**config.mk**
```make
export PLATFORM = sky130hd
export DESIGN_NAME = pci_tgt_rd
export DESIGN_NICKNAME = d
export VERILOG_FILES = /design/src/rtl/pci_tgt_rd_pkg.sv /design/src/rtl/pci_tgt_rd_decode.sv /design/src/rtl/pci_tgt_rd_seq.sv /design/src/rtl/pci_tgt_rd_datapath.sv /design/src/rtl/pci_tgt_rd.sv
export SDC_FILE = /design/constraint.sdc
export NUM_CORES = 1
export LEC_CHECK = 0
export ABC_AREA = 1
export BUFFER_PORTS_ARGS = -buffer_cell sky130_fd_sc_hd__buf_2
export CORE_AREA = 2 2 97 99
export CTS_CLUSTER_SIZE = 25
export DETAILED_ROUTE_END_ITERATION = 12
export DIE_AREA = 0 0 99 101
export GPL_ROUTABILITY_DRIVEN = 0
export HOLD_SLACK_MARGIN = 0.08
export PLACE_DENSITY_LB_ADDON = 0.1
export SYNTH_ARGS = -nofsm -noshare
export SYNTH_HDL_FRONTEND = slang
export SYNTH_SLANG_ARGS = --single-unit
export TNS_END_PERCENT = 50
```
**constraint.sdc**
```tcl
create_clock -name clk_i -period 1.21 [get_ports clk_i]
set_input_delay 0.121 -clock clk_i [delete_from_list [all_inputs] [get_ports clk_i]]
set_output_delay 0.121 -clock clk_i [all_outputs]
set_load 0.01 [all_outputs]
```
**src/rtl/pci_tgt_rd_pkg.sv**
```systemverilog
package pci_tgt_rd_pkg;

  localparam logic [3:0] CMD_IO_RD  = 4'b0010;
  localparam logic [3:0] CMD_MEM_RD = 4'b0110;
  localparam int         NUM_WIN    = 2;

  typedef enum logic [2:0] {
    ST_IDLE,
    ST_DEC,
    ST_DSEL,
    ST_DWAIT,
    ST_XFER,
    ST_RLS
  } tgt_st_e;

  typedef struct packed {
    logic devsel_oe;
    logic devsel_n;
    logic trdy_oe;
    logic trdy_n;
    logic ad_oe;
    logic reg_rd;
  } tgt_drv_t;

  localparam tgt_drv_t DRV_IDLE = '{devsel_oe: 1'b0, devsel_n: 1'b1, trdy_oe: 1'b0,
                                    trdy_n: 1'b1, ad_oe: 1'b0, reg_rd: 1'b0};

endpackage

```
**src/rtl/pci_tgt_rd_decode.sv**
```systemverilog
module pci_tgt_rd_decode
  import pci_tgt_rd_pkg::*;
#(
  parameter int DW      = 32,
  parameter int WIN_LSB = 8
) (
  input  logic [3:0]    cmd_i,
  input  logic [DW-1:0] addr_i,
  input  logic [DW-1:0] io_base_i,
  input  logic [DW-1:0] mem_base_i,
  output logic          hit_o
);

  localparam logic [DW-1:0] WIN_MASK = {{(DW-WIN_LSB){1'b1}}, {WIN_LSB{1'b0}}};

  logic [NUM_WIN-1:0][3:0]    win_cmd;
  logic [NUM_WIN-1:0][DW-1:0] win_base;
  logic [NUM_WIN-1:0]         win_hit;

  assign win_cmd  = {CMD_MEM_RD, CMD_IO_RD};
  assign win_base = {mem_base_i, io_base_i};

  for (genvar gi = 0; gi < NUM_WIN; gi++) begin : g_win
    logic cmd_ok;
    logic addr_ok;
    assign cmd_ok      = (cmd_i == win_cmd[gi]);
    assign addr_ok     = (((addr_i ^ win_base[gi]) & WIN_MASK) == '0);
    assign win_hit[gi] = cmd_ok & addr_ok;
  end

  assign hit_o = |win_hit;

endmodule

```
**src/rtl/pci_tgt_rd_seq.sv**
```systemverilog
module pci_tgt_rd_seq
  import pci_tgt_rd_pkg::*;
(
  input  logic     clk_i,
  input  logic     rst_ni,
  input  logic     frame_ni,
  input  logic     irdy_ni,
  input  logic     hit_i,
  output logic     addr_take_o,
  output logic     data_take_o,
  output tgt_drv_t drv_o
);

  tgt_st_e st_q, st_d;
  logic    frame_q;
  logic    addr_phase;
  logic    can_accept;

  // address phase = first edge with frame low
  assign addr_phase = frame_q & ~frame_ni;
  assign can_accept = (st_q == ST_IDLE) | (st_q == ST_RLS);
  assign addr_take_o = can_accept & addr_phase & hit_i;
  assign data_take_o = (st_q == ST_DSEL);

  always_comb begin
    st_d = st_q;
    unique case (st_q)
      ST_IDLE:  if (addr_take_o) st_d = ST_DEC;
      ST_DEC:   st_d = ST_DSEL;
      ST_DSEL:  st_d = ST_DWAIT;
      ST_DWAIT: st_d = ST_XFER;
      ST_XFER:  if (!irdy_ni) st_d = ST_RLS;
      ST_RLS:   st_d = addr_take_o ? ST_DEC : ST_IDLE;
      default:  st_d = ST_IDLE;
    endcase
  end

  always_ff @(posedge clk_i or negedge rst_ni) begin
    if (!rst_ni) begin
      st_q    <= ST_IDLE;
      frame_q <= 1'b1;
    end else begin
      st_q    <= st_d;
      frame_q <= frame_ni;
    end
  end

  always_comb begin
    drv_o = DRV_IDLE;
    unique case (st_q)
      ST_DSEL: begin
        drv_o.devsel_oe = 1'b1;
        drv_o.devsel_n  = 1'b0;
        drv_o.reg_rd    = 1'b1;
      end
      ST_DWAIT: begin
        drv_o.devsel_oe = 1'b1;
        drv_o.devsel_n  = 1'b0;
      end
      ST_XFER: begin
        drv_o.devsel_oe = 1'b1;
        drv_o.devsel_n  = 1'b0;
        drv_o.trdy_oe   = 1'b1;
        drv_o.trdy_n    = 1'b0;
        drv_o.ad_oe     = 1'b1;
      end
      ST_RLS: begin
        // strobes pushed high for one cycle before release
        drv_o.devsel_oe = 1'b1;
        drv_o.trdy_oe   = 1'b1;
      end
      default: drv_o = DRV_IDLE;
    endcase
  end

endmodule

```
**src/rtl/pci_tgt_rd_datapath.sv**
```systemverilog
module pci_tgt_rd_datapath #(
  parameter int DW     = 32,
  parameter int REG_AW = 8
) (
  input  logic              clk_i,
  input  logic              rst_ni,
  input  logic              addr_take_i,
  input  logic              data_take_i,
  input  logic [REG_AW-1:0] addr_lo_i,
  input  logic [DW-1:0]     rdata_i,
  output logic [REG_AW-1:0] reg_addr_o,
  output logic [DW-1:0]     data_o
);

  logic [REG_AW-1:0] addr_q;
  logic [DW-1:0]     data_q;

  always_ff @(posedge clk_i or negedge rst_ni) begin
    if (!rst_ni) begin
      addr_q <= '0;
      data_q <= '0;
    end else begin
      if (addr_take_i) addr_q <= addr_lo_i;
      if (data_take_i) data_q <= rdata_i;
    end
  end

  assign reg_addr_o = addr_q;
  assign data_o     = data_q;

endmodule

```
**src/rtl/pci_tgt_rd.sv**
```systemverilog
module pci_tgt_rd
  import pci_tgt_rd_pkg::*;
#(
  parameter int DW      = 32,
  parameter int WIN_LSB = 8
) (
  input  logic               clk_i,
  input  logic               rst_ni,
  input  logic               frame_ni,
  input  logic [3:0]         cbe_ni,
  input  logic [DW-1:0]      ad_i,
  input  logic               irdy_ni,
  input  logic [DW-1:0]      io_base_i,
  input  logic [DW-1:0]      mem_base_i,
  output logic [DW-1:0]      ad_o,
  output logic               ad_oe_o,
  output logic               devsel_no,
  output logic               devsel_oe_o,
  output logic               trdy_no,
  output logic               trdy_oe_o,
  output logic [WIN_LSB-1:0] reg_addr_o,
  output logic               reg_rd_o,
  input  logic [DW-1:0]      reg_rdata_i
);

  localparam int REG_AW = WIN_LSB;

  logic     hit;
  logic     addr_take;
  logic     data_take;
  tgt_drv_t drv;

  pci_tgt_rd_decode #(
    .DW      (DW),
    .WIN_LSB (WIN_LSB)
  ) u_decode (
    .cmd_i      (cbe_ni),
    .addr_i     (ad_i),
    .io_base_i  (io_base_i),
    .mem_base_i (mem_base_i),
    .hit_o      (hit)
  );

  pci_tgt_rd_seq u_seq (
    .clk_i       (clk_i),
    .rst_ni      (rst_ni),
    .frame_ni    (frame_ni),
    .irdy_ni     (irdy_ni),
    .hit_i       (hit),
    .addr_take_o (addr_take),
    .data_take_o (data_take),
    .drv_o       (drv)
  );

  pci_tgt_rd_datapath #(
    .DW     (DW),
    .REG_AW (REG_AW)
  ) u_dp (
    .clk_i       (clk_i),
    .rst_ni      (rst_ni),
    .addr_take_i (addr_take),
    .data_take_i (data_take),
    .addr_lo_i   (ad_i[REG_AW-1:0]),
    .rdata_i     (reg_rdata_i),
    .reg_addr_o  (reg_addr_o),
    .data_o      (ad_o)
  );

  assign ad_oe_o     = drv.ad_oe;
  assign devsel_no   = drv.devsel_n;
  assign devsel_oe_o = drv.devsel_oe;
  assign trdy_no     = drv.trdy_n;
  assign trdy_oe_o   = drv.trdy_oe;
  assign reg_rd_o    = drv.reg_rd;

endmodule

```
==> flow_metrics.env, run 1 <==
export IMPL_worstPathMaxFanout=4
export IMPL_rsz0062_at_grt="yes"
export IMPL_pwr_share_clk_pct=20.2
export IMPL_slew_limit_headroom_pct=70.9
export IMPL_cp_end_kind="output port"
export IMPL_antenna_found_initial=0
export IMPL_synthCells=396
export IMPL_io_pins=182
export IMPL_die_x_um=99
export IMPL_p_int_uw=4170
export IMPL_initialDrtViolationCount=65
export IMPL_start_util_pct=28.9
export IMPL_vias_per_cell=4.14
export IMPL_crit_type="reg -> out"
export IMPL_dieArea_um2=10000
export IMPL_yosys_warnings=0
export IMPL_drive_above_1_share_pct=37.0
export IMPL_final_nets=766
export IMPL_post_place_ws_ps=-155
export IMPL_cts_buffer_depth=2
export IMPL_antennaDiodeCount=0
export IMPL_wl_met1_mm=3.50
export IMPL_area_growth_pct=69.7
export IMPL_p_per_area_nw_per_um2=1460
export IMPL_htreeDepth=2
export IMPL_wl_met3_um=506
export IMPL_seqPwrFrac_pct=33.8
export IMPL_fin_crit_ps=1520
export IMPL_ant_nets=0
export IMPL_fin_crit_sh_pct=126
export IMPL_leakage_uw=0.00246
export IMPL_worst_ep_required_time_ps=1090
export IMPL_post_dp_hpwl_mm=6.14
export IMPL_grt_max_degree=29
export IMPL_setup_ws_ps=-314
export IMPL_cp_arrival_ps=1400
export IMPL_wl_met2_mm=4.08
export IMPL_p_comb_share_pct=46.0
export IMPL_critPathLaunch="u_seq.st_q[1]$_DFFE_PN0P_"
export IMPL_clock_skew_ps=3.52
export IMPL_path_clk_slew_ps=80
export IMPL_slew_viol_final=0
export IMPL_avgSynthCellArea_um2=6.56
export IMPL_routed_wl_mm=8.15
export IMPL_drc=0
export IMPL_die_h_um=101
export IMPL_r2r_cells=9
export IMPL_fillers=909
export IMPL_grt_pass1_vias=2940
export IMPL_port_buffers=165
export IMPL_grt_overflow=0
export IMPL_syn_nets=532
export IMPL_cts_buffers_inserted=5
export IMPL_cts_tree="built"
export IMPL_ys_types=20
export IMPL_core_um2=8980
export IMPL_dr_pass1_iters=4
export IMPL_setup_violations=47
export IMPL_syn_cell_area_um2=2600
export IMPL_start_kind="register"
export IMPL_p_sw_uw=2250
export IMPL_violations="setup timing"
export IMPL_cts_num_sinks=44
export IMPL_power_total_uw=6420
export IMPL_r2r_start="u_seq.st_q[1]$_DFFE_PN0P_"
export IMPL_rr_endpoint="u_dp.reg_addr_o[4]$_DFFE_PN0P_"
export IMPL_grt_pass1_wl_mm=13.0
export IMPL_num_rows=35
export IMPL_fmax_ghz=0.656
export IMPL_wl_per_cell_um=11.0
export IMPL_clock_latency_ps=290
export IMPL_synth_seq_cells=44
export IMPL_critical_path_endpoint="devsel_oe_o"
export IMPL_synth_yosys_seq_area_share_pct=42.5
export IMPL_status="complete, but fails checks"
export IMPL_rrSetupSlack_ps=-240
export IMPL_finalHoldViolations=0
export IMPL_topRoutingLayerUsed="met4"
export IMPL_cts_root_buffer="clkbuf_8"
export IMPL_sw_frac_of_total_pct=35.1
export IMPL_tightest_slew_ps=436
export IMPL_grt_util_all_layers_pct=15.9
export IMPL_drv_cap=0
export IMPL_irDropWorstVdd_mv=1.24
export IMPL_hp_class="in -> reg"
export IMPL_route_vias_total=3065
==> cell usage in the layout, fill, tap and decap left out, types with 3 or more instances in the layout <==
| cell | instances |
|---|---|
| nand2_1 | 190 |
| buf_2 | 163 |
| nor2_1 | 47 |
| dfrtp_1 | 42 |
| dlygate4sd3_1 | 41 |
| inv_1 | 37 |
| buf_4 | 16 |
| xor2_1 | 13 |
| inv_2 | 11 |
| nor2_2 | 10 |
| a21oi_1 | 8 |
| o21ai_1 | 7 |
| buf_6 | 7 |
| nand3_1 | 6 |
| clkbuf_8 | 5 |
| o21ai_0 | 4 |
| buf_12 | 4 |
| nand2_2 | 3 |
==> metrics by stage <==
| stage | TNS [ps] | hold slack (ps) | std cells | instance area [µm²] | utilization, % |
|---|---|---|---|---|---|
| 2_1_floorplan | -3890 | -175 | 396 | 2600 | - |
| 3_3_place_gp | -3090 | 82.0 | 683 | 3720 | 41.4 |
| 3_5_place_dp | -3660 | 89.2 | 683 | 3720 | 41.4 |
| 4_1_cts | -6930 | 83.0 | 738 | 4360 | 48.5 |
| 5_1_grt | -14490 | 84.2 | 741 | 4410 | 49.1 |
| 6_report | -9540 | 81.6 | 741 | 4410 | 49.1 |
==> kinds of logic (layout without fill, tap and decap cells) <==
family,count (synthesis),count (layout),share of synthesized area [%]
AND/OR/NAND/NOR,262,263,40.5
buffers and inverters,55,288,8.10
flip-flops,44,44,42.5
AO/OA/AOI/OAI,20,20,3.86
XOR/XNOR,15,15,5.06
==> critical path, stage by stage, from the launching register on <==
cell and delay [ps]:
dfrtp_1 420, nor2_1 110, inv_1 60, nor2_2 150, inv_2 50, nand2_2 60, nor2_2 40, o21ai_1 70
buf_2 150
==> power by group through the flow <==
stage          clock network [µW]  registers (µW)  logic (µW)
4_1_cts                      1330            2170        2870
3_5_place_dp                    0            2190        2600
2_1_floorplan                   0            2370        1170
6_report                     1300            2170        2960
3_3_place_gp                    0            2190        2550
5_1_grt                      1400            2220        3410
==> final cells by class <==
| class | instances | area, µm² | area share [%] |
|---|---|---|---|
| clock buffer | 5 | 68.8 | 1.56 |
| clock inverter | 2 | 60.1 | 1.36 |
| inverter | 49 | 186 | 4.23 |
| multi-input combinational | 298 | 1320 | 29.9 |
| sequential | 44 | 1100 | 25.0 |
| tap | 111 | 139 | 3.15 |
| timing repair buffer | 232 | 1530 | 34.7 |
==> layer usage <==
metal,track usage (%),up-vias
met5,0,-
met4,2.95,0
met3,4.30,6
met2,28.5,80
met1,19.3,1340
li1,-,1639
==> sequential cells by signal (all words and copies together) (netlist names) <==
name and flops:
u_dp.reg_addr_o 8, u_dp.data_o 32, u_seq.st_q 3, u_seq.frame_q 1
==> cell usage after synthesis <==
cell type,count,area share (%)
nand2_1,191,28
nor2_1,51,7.4
dfrtp_1,43,41
inv_1,38,5.5
xor2_1,13,4.4
inv_2,11,1.6
a21oi_1,8,1.5
nor2_2,7,1.7
o21ai_1,7,1.3
nand3_1,6,1.2
o21ai_0,5,0.96
buf_2,3,0.58
clkbuf_1,3,0.43
nand2_4,2,0.87
nand3_2,2,0.77
xnor2_1,2,0.67
dfstp_2,1,1.0
nand2_2,1,0.24
nor2_4,1,0.43
nor3_2,1,0.39
==> what timing repair did <==
action                                  in CTS  in global routing
resized for setup                           13                  6
hold buffers                                41                  0
endpoints found under the hold margin       55                  0
setup buffers                                7                  3
endpoints found under the setup margin      47                 47
cloned                                       0                  2
pin swaps                                    4                  5
==> worst min path at each step <==
stage          slack (ps)                             end  startpoint  cells after the start
6_report               80  u_dp.reg_addr_o[1]$_DFFE_PN0P_     ad_i[1]                      3
5_1_grt                80  u_dp.reg_addr_o[1]$_DFFE_PN0P_     ad_i[1]                      3
3_3_place_gp           80     u_dp.data_o[21]$_DFFE_PN0P_      rst_ni                      1
2_1_floorplan        -170      u_dp.data_o[0]$_DFFE_PN0P_      rst_ni                      0
3_5_place_dp           90     u_dp.data_o[21]$_DFFE_PN0P_      rst_ni                      1
4_1_cts                80  u_dp.reg_addr_o[1]$_DFFE_PN0P_     ad_i[1]                      3
(Power assumes the default switching activity.)
==> inputs of run 2 (changes only) <==
--- a/config.mk
+++ b/config.mk
@@ -5,16 +5,16 @@
 export SDC_FILE = /design/constraint.sdc
 export NUM_CORES = 1
 export LEC_CHECK = 0
-export ABC_AREA = 1
 export BUFFER_PORTS_ARGS = -buffer_cell sky130_fd_sc_hd__buf_2
-export CORE_AREA = 2 2 97 99
+export CORE_AREA = 2 2 94 96
 export CTS_CLUSTER_SIZE = 25
 export DETAILED_ROUTE_END_ITERATION = 12
-export DIE_AREA = 0 0 99 101
+export DIE_AREA = 0 0 96 98
 export GPL_ROUTABILITY_DRIVEN = 0
 export HOLD_SLACK_MARGIN = 0.08
 export PLACE_DENSITY_LB_ADDON = 0.1
 export SYNTH_ARGS = -nofsm -noshare
 export SYNTH_HDL_FRONTEND = slang
+export SYNTH_HIERARCHICAL = 1
 export SYNTH_SLANG_ARGS = --single-unit
 export TNS_END_PERCENT = 50
==> run 2 against run 1 <==
  * The flow still finishes with violations (setup timing)
  * Via count is 26% lower
  * Area after synthesis is 5.3% lower
  * Worst hold slack better by 38 ps
  * Setup slack worse by 320 ps
  * Clock power hardly changed
  * Fmax is 17% lower
  * Combinational power is 54% higher
  * Total power is 28% higher
  * Critical path depth is 1 higher
  * Synthesized cell count is 54% lower
  * Routed wire length is 12% lower
  * Global-route usage is 0.51 points lower
  * Highest routed layer unchanged
==> flow_metrics.env, run 2 <==
export IMPL_status="complete, but fails checks"
export IMPL_violations="setup timing"
export IMPL_dieArea_um2=9410
export IMPL_post_dp_hpwl_mm=5.34
export IMPL_yosys_warnings=6
export IMPL_yosysTopAreaCellShare_pct=43.8
export IMPL_area_growth_pct=84.9
export IMPL_drive_above_1_share_pct=64.8
export IMPL_synth_edf_count=0
export IMPL_wl_per_cell_um=13.5
export IMPL_drc=0
export IMPL_dr_pass1_iters=2
export IMPL_drv_cap=0
export IMPL_cts_tree="built"
export IMPL_clock_skew_ps=7.65
export IMPL_worstPathMaxFanout=8
export IMPL_cts_buffer_depth=2
export IMPL_setup_tns_final_ps=-12230
export IMPL_irDropWorstVdd_mv=0.800
export IMPL_grt_pass1_vias=2486
export IMPL_cts_root_buffer="clkbuf_8"
export IMPL_final_nets=564
export IMPL_grt_pass1_wl_mm=11.2
export IMPL_synth_area_leader_cell="dfrtp_1"
export IMPL_cts_buffers_inserted=5
export IMPL_grt_overflow=0
export IMPL_critPathLaunch="mem_base_i[9]"
export IMPL_worst_ep_required_time_ps=1380
export IMPL_start_kind="input pin"
export IMPL_cts_num_sinks=44
export IMPL_synthCells=182
export IMPL_fmax_ghz=0.542
export IMPL_start_util_pct=29.0
export IMPL_leakage_uw=0.00230
export IMPL_path_clk_slew_ps=80
export IMPL_yosysMostFrequentCell="dfrtp_1"
export IMPL_tightest_slew_ps=360
export IMPL_die_x_um=96
export IMPL_finalHoldViolations=0
export IMPL_port_buffers=165
export IMPL_synth_flop_cell="dfrtp_1"
export IMPL_async_reset_ff_share_pct=100
export IMPL_crit_type="in -> reg"
export IMPL_htreeDepth=2
export IMPL_grt_max_degree=34
export IMPL_ys_types=31
export IMPL_hold_start="irdy_ni"
export IMPL_layout_common_cells="154 x buf_2, 42 x dlygate4sd3_1, 42 x dfrtp_1"
export IMPL_antenna_found_initial=0
export IMPL_routed_wl_mm=7.19
export IMPL_r2r_start="u_seq/st_q[0]$_DFFE_PN0P_"
export IMPL_setup_ws_ps=-636
export IMPL_grt_util_all_layers_pct=15.4
export IMPL_avgSynthCellArea_um2=13.5
export IMPL_rsz0062_at_grt="yes"
export IMPL_initialDrtViolationCount=33
export IMPL_power_total_uw=8210
export IMPL_place_area_um2=3630
export IMPL_fillers=732
export IMPL_hp_class="in -> reg"
export IMPL_core_um2=8470
export IMPL_syn_cell_area_um2=2460
export IMPL_num_rows=34
export IMPL_slew_viol_final=0
export IMPL_fin_crit_ps=1850
export IMPL_slew_limit_headroom_pct=75.8
export IMPL_fin_crit_sh_pct=153
export IMPL_syn_nets=320
export IMPL_setup_violations=47
export IMPL_clock_latency_ps=290
export IMPL_synth_yosys_seq_area_share_pct=44.8
export IMPL_ant_nets=0
export IMPL_cp_end_kind="register"
export IMPL_die_h_um=98
export IMPL_largest_register_ffs=32
export IMPL_cp_arrival_ps=2020
export IMPL_p_per_area_nw_per_um2=1810
export IMPL_vias_per_cell=4.27
export IMPL_final_common_cell="buf_2"
export IMPL_yosys_top_cells_count="43 x dfrtp_1, 35 x xor2_1, 30 x mux2_4"
export IMPL_antennaDiodeCount=0
export IMPL_io_pins=182
export IMPL_final_area_um2=4550
export IMPL_synth_seq_cells=44
export IMPL_synth_area_leaders="dfrtp_1 44%, mux2_4 18%, xor2_1 12%"
export IMPL_route_vias_total=2281
==> run 2: metal layers <==
metal  up-vias  GRT usage [%]  wire length, µm  share of wire [%]
met3        12           4.63              689                9.6
met4         0           5.71              146                2.0
met1      1022           15.6             2640                 37
met2       128           28.8             3710                 52
li1       1119              -                -                  -
met5         -              0                0                  0
==> run 2: worst paths after layout <==
path	to	slack, ps	cells after the start
setup / recovery	u_dp/reg_addr_o[6]$_DFFE_PN0P_	-640	9
hold / removal	u_seq/st_q[2]$_DFFE_PN0P_	120	3
setup reg to reg	u_dp/reg_addr_o[6]$_DFFE_PN0P_	-230	4
hold reg to reg	u_dp/data_o[1]$_DFFE_PN0P_	500	1
max in group asynchronous	u_dp/data_o[25]$_DFFE_PN0P_	500	3
min in group asynchronous	u_dp/data_o[20]$_DFFE_PN0P_	240	2
==> run 2: power breakdown <==
group	switching (µW)	internal (µW)	leakage, µW
Sequential	305	2080	0.000535
Combinational	1710	2830	0.00170
Clock	475	812	0.0000642
==> run 2: cell families (layout without fill, tap and decap cells) <==
logic type | count (synthesis) | count (layout) | synth area share (%)
DFF | 44 | 44 | 44.8
muxes | 40 | 40 | 22.9
buffers and inverters | 11 | 255 | 4.48
AOI/OAI and AO/OA | 5 | 5 | 1.63
adders and majority gates | 2 | 2 | 1.02
xor gates and xnor gates | 50 | 50 | 17.8
and+or+nand+nor | 30 | 30 | 7.33
==> run 2: stage by stage <==
| stage | instances | utilization (%) | setup slack, ps | hold WS (ps) |
|---|---|---|---|---|
| 2_1_floorplan | 182 | - | -646 | -175 |
| 3_3_place_gp | 472 | 42.8 | -945 | 32.6 |
| 3_5_place_dp | 472 | 42.8 | -975 | 32.9 |
| 4_1_cts | 536 | 53.6 | -602 | 118 |
| 5_1_grt | 534 | 53.7 | -711 | 128 |
| 6_report | 534 | 53.7 | -636 | 119 |
==> run 2: worst max-delay path, cell delays in order <==
cell     delay (ps)
buf_8           100
xnor2_4         150
nand4_1         120
or4_4           530
o22ai_2         180
and3b_1         200
and3_4          190
buf_12          130
mux2_4          300
==> run 2: layout make-up <==
class | instances | area, µm² | share of cell area, %
well taps | 108 | 135 | 2.97
clock inverters | 2 | 60.1 | 1.32
flip-flops and latches | 44 | 1100 | 24.3
clock buffers | 5 | 68.8 | 1.51
multi-input cells | 127 | 1430 | 31.5
repair buffers | 244 | 1730 | 38.0
inverters | 4 | 17.5 | 0.385
==> run 2: repair_timing <==
action,CTS,global route
hold buffers,42,0
endpoints found under the setup margin,48,48
setup buffers,14,1
hold endpoints to repair,85,0
resized for setup,44,8
gates cloned,2,0
pin swaps,18,7
==> inputs of run 3 (changes only) <==
--- a/config.mk
+++ b/config.mk
@@ -12,7 +12,7 @@
 export DIE_AREA = 0 0 96 98
 export GPL_ROUTABILITY_DRIVEN = 0
 export HOLD_SLACK_MARGIN = 0.08
-export PLACE_DENSITY_LB_ADDON = 0.1
+export PLACE_DENSITY = 0.66
 export SYNTH_ARGS = -nofsm -noshare
 export SYNTH_HDL_FRONTEND = slang
 export SYNTH_HIERARCHICAL = 1
==> run 3 against run 2 <==
  * The flow still finishes with violations (setup timing)
  * Via count is 4.2% higher
  * Fmax up 2.7%
  * Die area stayed put
  * Clock power down 12%
  * First-iteration DRC count up 36%
  * Critical path type unchanged
  * Largest cell class unchanged
  * Highest routed layer unchanged
==> flow_metrics.env, run 3 (same netlist as run 2, synthesis figures left out) <==
export IMPL_power_total_uw=8420
export IMPL_start_util_pct=29.0
export IMPL_worst_ep_required_time_ps=1390
export IMPL_fin_crit_sh_pct=149
export IMPL_clock_skew_ps=7.12
export IMPL_rrSetupSlack_ps=-280
export IMPL_whs_ps=110
export IMPL_num_rows=34
export IMPL_grt_overflow=0
export IMPL_setup_violations=47
export IMPL_port_buffers=165
export IMPL_io_pins=182
export IMPL_htreeDepth=2
export IMPL_die_x_um=96
export IMPL_slew_limit_headroom_pct=73.9
export IMPL_cts_num_sinks=44
export IMPL_grt_max_degree=30
export IMPL_rsz0062_at_grt="yes"
export IMPL_wl_met1_mm=2.91
export IMPL_regArea_um2=1100
export IMPL_cp_arrival_ps=1980
export IMPL_antennaDiodeCount=0
export IMPL_slew_viol_final=0
export IMPL_fmax_ghz=0.556
export IMPL_multi_input_area_um2=1470
export IMPL_dpl_cell_count=472
export IMPL_die_h_um=98
export IMPL_cp_end_kind="register"
export IMPL_ant_nets=0
export IMPL_drc=0
export IMPL_cts_buffers_inserted=5
export IMPL_final_common_cell="buf_2"
export IMPL_leakage_uw=0.00234
export IMPL_drive_above_1_share_pct=65.8
export IMPL_route_vias_total=2377
export IMPL_setup_ws_ps=-587
export IMPL_cts_tree="built"
export IMPL_grt_pass1_wl_mm=12.3
export IMPL_tightest_slew_ps=388
export IMPL_area_growth_pct=89.5
export IMPL_clock_latency_ps=290
export IMPL_irDropWorstVdd_mv=0.820
export IMPL_grt_pass1_vias=2671
export IMPL_cts_buffer_depth=2
export IMPL_wl_met2_mm=4.34
export IMPL_wl_met3_um=674
export IMPL_finalHoldViolations=0
export IMPL_fillers=679
export IMPL_crit_type="in -> reg"
export IMPL_fin_crit_ps=1800
export IMPL_routed_wl_mm=8.06
export IMPL_start_kind="input pin"
export IMPL_dr_pass1_iters=4
export IMPL_vias_per_cell=4.39
export IMPL_path_clk_slew_ps=90
export IMPL_cts_root_buffer="clkbuf_8"
export IMPL_antenna_found_initial=0
export IMPL_dieArea_um2=9410
export IMPL_drv_cap=0
export IMPL_largest_register_ffs=32
export IMPL_violations="setup timing"
export IMPL_worstPathMaxFanout=8
export IMPL_grt_util_all_layers_pct=16.9
export IMPL_core_um2=8470
export IMPL_status="complete, but fails checks"
export IMPL_layout_cells_non_filler=541
export IMPL_layout_common_cells="151 x buf_2, 42 x dlygate4sd3_1, 42 x dfrtp_1"
export IMPL_topRoutingLayerUsed="met4"
export IMPL_post_place_ws_ps=-1010
export IMPL_final_nets=570
export IMPL_wl_per_cell_um=14.9
export IMPL_initialDrtViolationCount=45
export IMPL_hp_class="in -> reg"
export IMPL_post_dp_hpwl_mm=5.45
export IMPL_p_per_area_nw_per_um2=1810
[run 3: worst paths after layout]
kind / start / endpoint / cells past startpoint
min in group asynchronous: rst_ni / u_dp/data_o[12]$_DFFE_PN0P_ / 2
hold reg to reg: u_dp/data_o[31]$_DFFE_PN0P_ / u_dp/data_o[31]$_DFFE_PN0P_ / 1
setup / recovery: mem_base_i[13] / u_dp/reg_addr_o[1]$_DFFE_PN0P_ / 9
setup reg to reg: u_seq/st_q[2]$_DFFE_PN0P_ / u_dp/data_o[6]$_DFFE_PN0P_ / 5
max in group asynchronous: rst_ni / u_dp/reg_addr_o[2]$_DFFE_PN0P_ / 3
hold / removal: irdy_ni / u_seq/st_q[2]$_DFFE_PN0P_ / 3
[run 3: repair_timing]
item	in CTS	in global routing
endpoints found under the hold margin	63	0
pin swaps	8	13
setup endpoints to repair	47	49
hold buffers	42	0
gates cloned	2	0
resized for setup	46	15
setup buffers	15	5
[run 3: worst max-delay path, cell delays in order]
cell and delay (ps):
buf_6 110, xnor2_4 150, nand4_1 100, or4_4 520, o22ai_2 160, and3b_1 200
and3_4 190, buf_12 130, mux2_4 300
[run 3: layout make-up]
| type | count | share of cell area, % |
|---|---|---|
| flip-flops and latches | 44 | 23.7 |
| inverters | 4 | 0.430 |
| well taps | 108 | 2.90 |
| repair buffers | 250 | 38.9 |
| clock inverters | 3 | 0.994 |
| multi-input cells | 127 | 31.6 |
| clock buffers | 5 | 1.48 |
[run 3: metrics by stage]
step           TNS [ps]  utilization [%]  cell area (µm²)
2_1_floorplan    -10690                -             2540
3_3_place_gp     -13160             42.7             3610
3_5_place_dp     -13780             42.7             3610
4_1_cts          -13680             54.0             4580
5_1_grt          -15840             55.0             4660
6_report         -13950             55.0             4660
[run 3: power breakdown]
part	internal [µW]	switching (µW)
combinational	2970	1880
sequential	2080	352
clock	622	521
total	5670	2750
[run 3: per-layer routing]
metal  track usage, %  up-vias
met1             17.2     1098
met5                0        -
li1                 -     1130
met4             6.15        0
met3             3.40       12
met2             32.7      137
